[config.mk]
export PLATFORM = sky130hd
export DESIGN_NAME = flash_crypt_stage
export DESIGN_NICKNAME = d
export VERILOG_FILES = /design/src/rtl/fcs_pkg.sv /design/src/rtl/fcs_keygen.sv /design/src/rtl/fcs_cipher.sv /design/src/rtl/fcs_wport.sv /design/src/rtl/flash_crypt_stage.sv
export SDC_FILE = /design/constraint.sdc
export NUM_CORES = 2
export LEC_CHECK = 0
export CAP_MARGIN = 10
export CELL_PAD_IN_SITES_DETAIL_PLACEMENT = 2
export CELL_PAD_IN_SITES_GLOBAL_PLACEMENT = 2
export CORE_ASPECT_RATIO = 1.2
export CORE_MARGIN = 4
export CORE_UTILIZATION = 35
export DETAILED_ROUTE_END_ITERATION = 10
export GPL_ROUTABILITY_DRIVEN = 1
export PLACE_DENSITY = 0.83
export SLEW_MARGIN = 40
export SYNTH_ARGS = -nofsm -noshare
export SYNTH_HDL_FRONTEND = slang
export SYNTH_HIERARCHICAL = 1
export SYNTH_SLANG_ARGS = --single-unit
[constraint.sdc]
create_clock -name clk -period 6.8 [get_ports clk]
set_clock_uncertainty 0.2 [all_clocks]
set_input_delay 2.04 -clock clk [delete_from_list [all_inputs] [get_ports clk]]
set_output_delay 2.04 -clock clk [all_outputs]
set_load 0.03 [all_outputs]
[src/rtl/fcs_pkg.sv]
package fcs_pkg;
  localparam int WORD_W    = 32;
  localparam int NWORDS    = 8;
  localparam int BLK_W     = WORD_W * NWORDS;
  localparam int BLK_BYTES = BLK_W / 8;
  localparam int OFS_W     = $clog2(BLK_BYTES);
  localparam int IDX_W     = $clog2(NWORDS);
  localparam int SEL_W     = 4;
  localparam logic [SEL_W-1:0] SEL_ADDR  = 4'd8;
  localparam logic [SEL_W-1:0] SEL_START = 4'd9;
  localparam logic [WORD_W-1:0] CS_MIX  = 32'h9E3779B9;
  localparam logic [WORD_W-1:0] BLK_MIX = 32'h85EBCA6B;
  localparam logic [WORD_W-1:0] IDX_MIX = 32'h01010101;
endpackage

[src/rtl/fcs_keygen.sv]
module fcs_keygen
  import fcs_pkg::*;
#(
  parameter int ADDR_W = 24,
  parameter int CS_W   = 2,
  parameter int CFG_W  = 4
) (
  input  logic [BLK_W-1:0]  kblk,
  input  logic [CS_W-1:0]   cs,
  input  logic [CFG_W-1:0]  cfg,
  input  logic [ADDR_W-1:0] addr,
  output logic [BLK_W-1:0]  key
);
  logic [WORD_W-1:0] cs_term;
  logic [WORD_W-1:0] tweak;
  logic [ADDR_W-1:0] blk_idx;

  always_comb begin
    blk_idx = addr >> OFS_W;
    cs_term = WORD_W'(cs) * CS_MIX;
    if (cfg == '0) tweak = '0;
    else           tweak = (WORD_W'(blk_idx) * BLK_MIX) ^ WORD_W'(cfg);
  end

  for (genvar i = 0; i < NWORDS; i++) begin : g_word
    assign key[i*WORD_W +: WORD_W] = kblk[i*WORD_W +: WORD_W] ^ cs_term ^ tweak;
  end
endmodule

[src/rtl/fcs_cipher.sv]
module fcs_cipher
  import fcs_pkg::*;
#(
  parameter int LAT = 8
) (
  input  logic             clk,
  input  logic             rst,
  input  logic             start,
  input  logic             abort,
  input  logic [BLK_W-1:0] pt,
  input  logic [BLK_W-1:0] key,
  output logic             last,
  output logic [BLK_W-1:0] ct
);
  localparam int CNT_W = $clog2(LAT + 1);

  logic             busy_q;
  logic [CNT_W-1:0] cnt_q;
  logic [BLK_W-1:0] pt_q;
  logic [BLK_W-1:0] key_q;

  always_ff @(posedge clk) begin
    if (rst) begin
      busy_q <= 1'b0;
      cnt_q  <= '0;
      pt_q   <= '0;
      key_q  <= '0;
    end else if (abort) begin
      busy_q <= 1'b0;
    end else if (start) begin
      busy_q <= 1'b1;
      cnt_q  <= '0;
      pt_q   <= pt;
      key_q  <= key;
    end else if (busy_q) begin
      if (cnt_q == CNT_W'(LAT - 1)) busy_q <= 1'b0;
      else                          cnt_q  <= cnt_q + 1'b1;
    end
  end

  assign last = busy_q && (cnt_q == CNT_W'(LAT - 1)) && !abort && !start;

  for (genvar i = 0; i < NWORDS; i++) begin : g_mix
    assign ct[i*WORD_W +: WORD_W] = pt_q[i*WORD_W +: WORD_W] ^ key_q[i*WORD_W +: WORD_W]
                                    ^ (WORD_W'(i) * IDX_MIX);
  end

  AST_CNT_RANGE: assert property (@(posedge clk) disable iff (rst)
    busy_q |-> cnt_q < CNT_W'(LAT));
  AST_ABORT_STOPS: assert property (@(posedge clk) disable iff (rst)
    abort |=> !busy_q);
endmodule

[src/rtl/fcs_wport.sv]
module fcs_wport
  import fcs_pkg::*;
(
  input  logic             clk,
  input  logic             rst,
  input  logic             req,
  input  logic             hit,
  input  logic [BLK_W-1:0] data,
  input  logic [BLK_W-1:0] staged,
  output logic             valid,
  output logic             enc,
  output logic [BLK_W-1:0] out
);
  always_ff @(posedge clk) begin
    if (rst) begin
      valid <= 1'b0;
      enc   <= 1'b0;
      out   <= '0;
    end else begin
      valid <= req;
      enc   <= req && hit;
      if (req) out <= hit ? staged : data;
    end
  end

  AST_PASS_DATA: assert property (@(posedge clk) disable iff (rst)
    req && !hit |=> out == $past(data) && !enc);
  AST_SWAP_DATA: assert property (@(posedge clk) disable iff (rst)
    req && hit |=> out == $past(staged) && enc);
  AST_VALID_FOLLOWS: assert property (@(posedge clk) disable iff (rst)
    req |=> valid);
endmodule

[src/rtl/flash_crypt_stage.sv]
module flash_crypt_stage
  import fcs_pkg::*;
#(
  parameter int ADDR_W = 24,
  parameter int CS_W   = 2,
  parameter int CFG_W  = 4,
  parameter int LAT    = 8
) (
  input  logic              clk,
  input  logic              rst,
  input  logic              enc_en,
  input  logic [CS_W-1:0]   coding,
  input  logic [BLK_W-1:0]  key_blk,
  input  logic [CFG_W-1:0]  crypt_cfg,
  input  logic              reg_we,
  input  logic [SEL_W-1:0]  reg_sel,
  input  logic [WORD_W-1:0] reg_wdata,
  output logic              done_o,
  output logic              err_o,
  input  logic              wr_req,
  input  logic [ADDR_W-1:0] wr_addr,
  input  logic [BLK_W-1:0]  wr_data,
  output logic              wr_valid,
  output logic [BLK_W-1:0]  wr_out,
  output logic              wr_enc
);
  localparam int AGE_W = $clog2(LAT + 2);

  logic [WORD_W-1:0] buf_q [NWORDS];
  logic [BLK_W-1:0]  pt_flat;
  logic [ADDR_W-1:0] addr_q;
  logic              err_q;
  logic              done_q;
  logic [BLK_W-1:0]  staged_q;
  logic [BLK_W-1:0]  key_w;
  logic [BLK_W-1:0]  ct_w;
  logic              last_w;

  logic buf_we, addr_we, start_wr, start_ok, abort, hit, addr_ok;

  always_comb begin
    buf_we   = reg_we && (reg_sel < SEL_W'(NWORDS));
    addr_we  = reg_we && (reg_sel == SEL_ADDR);
    start_wr = reg_we && (reg_sel == SEL_START) && reg_wdata[0];
    start_ok = start_wr && enc_en && !err_q;
    abort    = buf_we || addr_we;
    addr_ok  = (reg_wdata[OFS_W-1:0] == '0);
    hit      = wr_req && done_q && enc_en && (wr_addr == addr_q);
  end

  for (genvar i = 0; i < NWORDS; i++) begin : g_buf
    always_ff @(posedge clk) begin
      if (rst)                                                    buf_q[i] <= '0;
      else if (buf_we && reg_sel[IDX_W-1:0] == IDX_W'(i))          buf_q[i] <= reg_wdata;
    end
    assign pt_flat[i*WORD_W +: WORD_W] = buf_q[i];
  end

  always_ff @(posedge clk) begin
    if (rst) begin
      addr_q   <= '0;
      err_q    <= 1'b0;
      done_q   <= 1'b0;
      staged_q <= '0;
    end else begin
      if (addr_we) begin
        addr_q <= reg_wdata[ADDR_W-1:0];
        err_q  <= !addr_ok;
      end
      if (abort || start_ok || hit) done_q <= 1'b0;
      else if (last_w)              done_q <= 1'b1;
      if (last_w) staged_q <= ct_w;
    end
  end

  fcs_keygen #(.ADDR_W(ADDR_W), .CS_W(CS_W), .CFG_W(CFG_W)) i_keygen (
    .kblk (key_blk),
    .cs   (coding),
    .cfg  (crypt_cfg),
    .addr (addr_q),
    .key  (key_w)
  );

  fcs_cipher #(.LAT(LAT)) i_cipher (
    .clk   (clk),
    .rst   (rst),
    .start (start_ok),
    .abort (abort),
    .pt    (pt_flat),
    .key   (key_w),
    .last  (last_w),
    .ct    (ct_w)
  );

  fcs_wport i_wport (
    .clk    (clk),
    .rst    (rst),
    .req    (wr_req),
    .hit    (hit),
    .data   (wr_data),
    .staged (staged_q),
    .valid  (wr_valid),
    .enc    (wr_enc),
    .out    (wr_out)
  );

  assign done_o = done_q;
  assign err_o  = err_q;

  // cycle count since the last accepted start, saturating
  logic [AGE_W-1:0] age_q;
  always_ff @(posedge clk) begin
    if (rst)                              age_q <= AGE_W'(LAT + 1);
    else if (start_ok)                    age_q <= '0;
    else if (age_q != AGE_W'(LAT + 1))    age_q <= age_q + 1'b1;
  end

  AST_DONE_LATENCY: assert property (@(posedge clk) disable iff (rst)
    $rose(done_q) |-> age_q == AGE_W'(LAT));
  AST_NO_EN_START: assert property (@(posedge clk) disable iff (rst)
    start_wr && !enc_en && !done_q && !last_w |=> !done_q);
  AST_ERR_BLOCKS: assert property (@(posedge clk) disable iff (rst)
    err_q && start_wr |=> !done_q);
  AST_DONE_ALIGNED: assert property (@(posedge clk) disable iff (rst)
    done_q |-> addr_q[OFS_W-1:0] == '0 && !err_q);
  AST_CLR_ON_WRITE: assert property (@(posedge clk) disable iff (rst)
    abort |=> !done_q);
  AST_CONSUME: assert property (@(posedge clk) disable iff (rst)
    hit |=> !done_q && wr_enc);
endmodule

After elaboration in Yosys (flattened, before gate mapping). Memory sizes are Yosys's and may differ from the RTL's. A register that Yosys moved wholly into a read port is not among the register bits. Cells that the tools add are included.

Register bits after elaboration: 801. Latch bits: 0. Memory bits (writable): 256. Bits in read-only memories: 0. Bits of input ports: 583. Output and inout bits: 260. Word-level logic and storage cells: 146. Memories kept: 1.

Memories: buf_q (words 8, bits a word 32, rd ports 8, clocked after memory_dff 8, wr ports 8, line flash_crypt_stage.sv:29) `logic [WORD_W-1:0] buf_q [NWORDS];`.

Add/sub/neg operators: 1. Multipliers: 2. Div/mod/pow operators: 0. Order comparisons: 1. Eq/ne operators: 12. Shift-type cells: 0. Muxes and demuxes: 42. Bitwise operators: 41. Reductions and logical operators: 36.

Operators with widths (count): bitwise XOR 32 bit (24); two-way mux 32 bit (9); two-way mux 256 bit (1); multiplier 19 x 32 -> 32 bit (second input constant) (1); multiplier 2 x 32 -> 32 bit (second input constant) (1); bitwise XOR 32 x 4 -> 32 bit (1); two-way mux 1 bit (29); equality test 24 bit (1); NOT 8 bit (3); logical AND 1 bit (21); equality test 3 bit (second input constant) (4); two-way mux 4 bit (3); NOT 12 bit (1); NOT 4 bit (3); equality test 4 bit (second input constant) (2); OR 1 bit (8); equality test 3 x 2 -> 1 bit (second input constant) (2); logical NOT 5 bit (1); adder 4 x 1 -> 4 bit (second input constant) (1); equality test 4 x 3 -> 1 bit (second input constant) (1); logical NOT 1 bit (4); logical NOT 4 bit (1); < comparator 4 bit (second input constant) (1); OR reduction 2 bit (2); 8 further kinds (10).

Depth between registers and ports, before layout.
Depth in word-level cells: 8. Depth in mapped cells: 25. Mapped depth without buffers: 23.

Modules after synthesis. Netlist, hierarchy kept.

Modules (own cells, without submodules): fcs_cipher (times used 1, cells an instance 2508, area each 20135.6 µm², sequential area each 10349.9 µm²); flash_crypt_stage (times used 1, cells an instance 1545, area each 19691.4 µm², sequential area each 13332.8 µm²); fcs_keygen (times used 1, cells an instance 1388, area each 12010.3 µm², sequential area each 0.0 µm²); fcs_wport (times used 1, cells an instance 1143, area each 11405.9 µm², sequential area each 5165.0 µm²).

Worst setup path before layout. No wires, ideal clock.

Path kind: reg2reg. Start: register addr_q[16]. End: register i_cipher.key_q[246]. Setup time: 0.132 ns. Data arrival time: 5.821 ns. Setup slack: 0.647 ns. Cell stages (with the launch flop): 23. Clock period less this slack: 6.153 ns. Path through: dfxtp_1 > inv_1 > ha_1 > inv_1 > fa_1 > inv_1 > fa_1 > inv_1 > fa_1 > fa_1 > inv_1 > fa_1 > inv_1 > ha_1 > and3_1 > a221oi_1 > o21ai_1 > or2_1 > a21oi_4 > mux2i_2 > xor3_1 > nand2_1 > a21oi_1.

Longest elaborated chain between the ends: 4.

Ends and longest elaborated chain: from (decl) (line flash_crypt_stage.sv:31) `logic [ADDR_W-1:0] addr_q;`; from (signal assigned) (line flash_crypt_stage.sv:67) `addr_q <= reg_wdata[ADDR_W-1:0];`; multiplier 19 x 32 -> 32 bit (line fcs_keygen.sv:22) `else tweak = (WORD_W'(blk_idx) * BLK_MIX) ^ WORD_W'(cfg);`; bitwise XOR 32 x 4 -> 32 bit (line fcs_keygen.sv:22); two-way mux 32 bit (line fcs_keygen.sv:21) `if (cfg == '0) tweak = '0;`; bitwise XOR 32 bit (line fcs_keygen.sv:26) `assign key[i*WORD_W +: WORD_W] = kblk[i*WORD_W +: WORD_W] ^ cs_term ^ tweak;`; net key_w[246] (line flash_crypt_stage.sv:35) `logic [BLK_W-1:0] key_w;`; to (signal assigned) (line fcs_cipher.sv:34) `key_q <= key;`; to (decl) (line fcs_cipher.sv:20) `logic [BLK_W-1:0] key_q;`.

The timed path passes the listed nets, and every way through them passes these cells. A chain may end at the register's enable or synchronous reset.

Final worst setup path.
Start: register addr_q[13]. End: register i_cipher.key_q[212].

The elaborated chain is that of the path after synthesis.

==> reports/metrics.csv <==
metric;value;unit
Seq cells post-synth;1313;
outcome;finished clean;
Max Cap Violations;0;
clock buffer depth;3;
post-DP HPWL;213000;um
Syn Nets;7471;
synth unique cells;79;
Crit path required time;7.33;ns
leak pwr;29.8;nW
commonest non-fill, non-tap cell in the layout;nand2_1;
vias in the first global route;57400;
Seq/Total Area, Yosys;45.6;%
Pins Over Slew Limit;0;
Final Non-Filler Cells;9973;
initial antenna violation count;83;
Nets;8222;
CTS root buffer;clkbuf_16;
gr ovfl total;0;
CP Launch Type;flip-flop;
Post-synth EDFFs;256;
commonest non-fill, non-tap cells in the layout;1110 x nand2_1, 1050 x dfxtp_1, 812 x clkdlybuf4s50_1;
Worst Tran Pin Value;0.962;ns
min Tclk post-route;6.55;ns
DR WL/cell;30.3;um
WS Path Type;flip-flop to flip-flop;
PD cells;242;nW/um^2
Vias/cell;5.34;
Layout area overhead;26.6;%
Worst Hold Class;flip-flop to flip-flop;
Fin. Hold Viols;0;
CP max FO;7;
Num Clock Sinks;1313;
Cells after Synth;6584;
ys async rst share;0;%
# DRC;0;
Post-Syn Area;63200;um^2
final wirelength;303000;um
Rel. slew slack;35.9;%
Synth Flop Type;dfxtp_1;
Max VDD drop;0.258;mV
die width;396;um
Placed Cells;9588;
endpoint type of the worst setup path;flip-flop;
Final setup viols;0;
final period utilization;96.3;%
fraction of layout cells with a size suffix above 1;7.12;%
Final Util;44.7;%
IO Pins;843;
crit path max-delay cell type;fa_1;
Rows;170;
Crit path top cell by count;fa_1;
ANT nets after route;0;
Core Region;179000;um^2
Clock Latency Late Sink;0.82;ns
Port Buffers;842;
Post-Place Setup Slack;0.0954;ns
largest net degree at the start of global routing;187;
max incr delay on CP;0.56;ns
Final Hold Slack;0.268;ns
DP Area;74700;um^2
Chip Height;474;um
Num CTS Buffers;146;
Via Count;53300;
full die area;188000;um^2
Placer Congestion;0.914;
Worst-path clk slew;0.06;ns
first-pass GRT wire length;423000;um
GRT Total Usage;31.1;%
TritonCTS clock tree;done;
Mapped Avg Cell Area;9.61;um^2
CP cell instances;buf_4 > ha_1 > inv_1 > fa_1 > fa_1 > inv_1 > fa_1 > fa_1 > inv_1 > fa_1 > inv_1 > ha_1 > a21o_1 > a21oi_2 > o21ai_0 > o211a_1 > o31a_1 > nor3_4 > buf_4 > xnor2_1 > nand2_1 > a21oi_1;
CP Data Arrival Time;7.08;ns
f_max;153;MHz
Final WS setup;0.252;ns
H-Tree Depth;4;
DRT iter0 DRCs;3781;
Ys Warns;6;
Starting Density;35.3;%
First-pass DRT Iterations;7;
fin area;80100;um^2
[Yosys cell counts, drive strengths merged, types with 14 or more instances]
cell / n / area, um^2
a21oi: 576 / 2890
ha: 144 / 1800
fa: 160 / 3200
xor2: 295 / 2630
buf: 246 / 1660
dfxtp: 1057 / 21200
nor2: 572 / 2150
nand2: 1113 / 4180
xnor2: 300 / 2700
mux2i: 517 / 5190
and3: 14 / 87.6
nand3: 49 / 250
o21ai: 25 / 125
nand4: 15 / 93.8
edfxtp: 256 / 7690
and2: 281 / 1760
nor4: 14 / 93.8
or3: 20 / 125
a211oi: 258 / 1940
inv: 306 / 1150
nor3: 34 / 229
clkbuf: 187 / 702
xor3: 16 / 380
[state kept, by name (all words and copies together), names as in the netlist]
| signal | flops |
|---|---|
| buf_q | 256 |
| i_cipher/key_q | 256 |
| i_cipher/pt_q | 256 |
| i_wport/out | 256 |
| staged_q | 256 |
| addr_q | 24 |
| i_cipher/cnt_q | 4 |
| done_o | 1 |
| err_o | 1 |
| i_cipher/busy_q | 1 |
| i_wport/enc | 1 |
| i_wport/valid | 1 |
[per-layer routing]
layer | up-vias | routed length (um) | track usage [%]
met2 | 1822 | 147000 | 53.3
met4 | 36 | 14300 | 13.2
met5 | - | 248 | 0
met3 | 509 | 21300 | 5.69
met1 | 27500 | 119000 | 38.2
li1 | 23400 | - | -
[power by group]
group	internal, mW	total [mW]	switching [mW]
combinational	1.08	2.78	1.70
clock	4.74	8.32	3.57
sequential	8.14	8.25	0.108
[repair_timing]
item                       in CTS  in global routing
setup endpoints to repair       0                 77
resized for setup               0                 20
hold buffers                    0                  0
setup buffers                   0                  5
[kinds of logic after synthesis]
family	after synthesis	synth area share (%)
flops	1313	45.6
xor+xnor	611	9.03
buf+inv	739	5.55
simple gates	2158	14.7
compound gates	942	8.98
mux	517	8.21
fa+ha+maj	304	7.91
[layout make-up]
type	instances	area, um^2
clock inverters	53	691
diodes	107	268
repair buffers	1036	10500
clock buffers	218	4240
inverters	306	1150
fillers	18800	99200
multi-input cells	4532	31400
flip-flops and latches	1313	28900
well taps	2408	3010
[critical path, delay by kind of cell, from the launching register on]
family | cells | cell delay (ns)
adders and majority gates | 7 | 3.13
AOI/OAI and AO/OA | 6 | 1.40
DFF | 1 | 0.35
xor gates and xnor gates | 1 | 0.17
buffers and inverters | 6 | 0.70
and+or+nand+nor | 2 | 0.49
[final timing paths]
kind                           start                   to  slack, ns  cells past startpoint
setup reg to reg          addr_q[13]  i_cipher/key_q[212]       0.25                     22
setup / recovery          addr_q[13]  i_cipher/key_q[212]       0.25                     22
hold reg to reg   i_cipher/pt_q[147]   i_cipher/pt_q[147]       0.27                      2
hold / removal    i_cipher/pt_q[147]   i_cipher/pt_q[147]       0.27                      2
[metrics by stage]
step	power, mW	TNS, ns
2_1_floorplan	9.60	0
3_3_place_gp	11.0	0
3_5_place_dp	11.1	0
4_1_cts	19.5	0
5_1_grt	19.9	-0.00183
6_report	19.3	0
(Power assumes the default switching activity.)
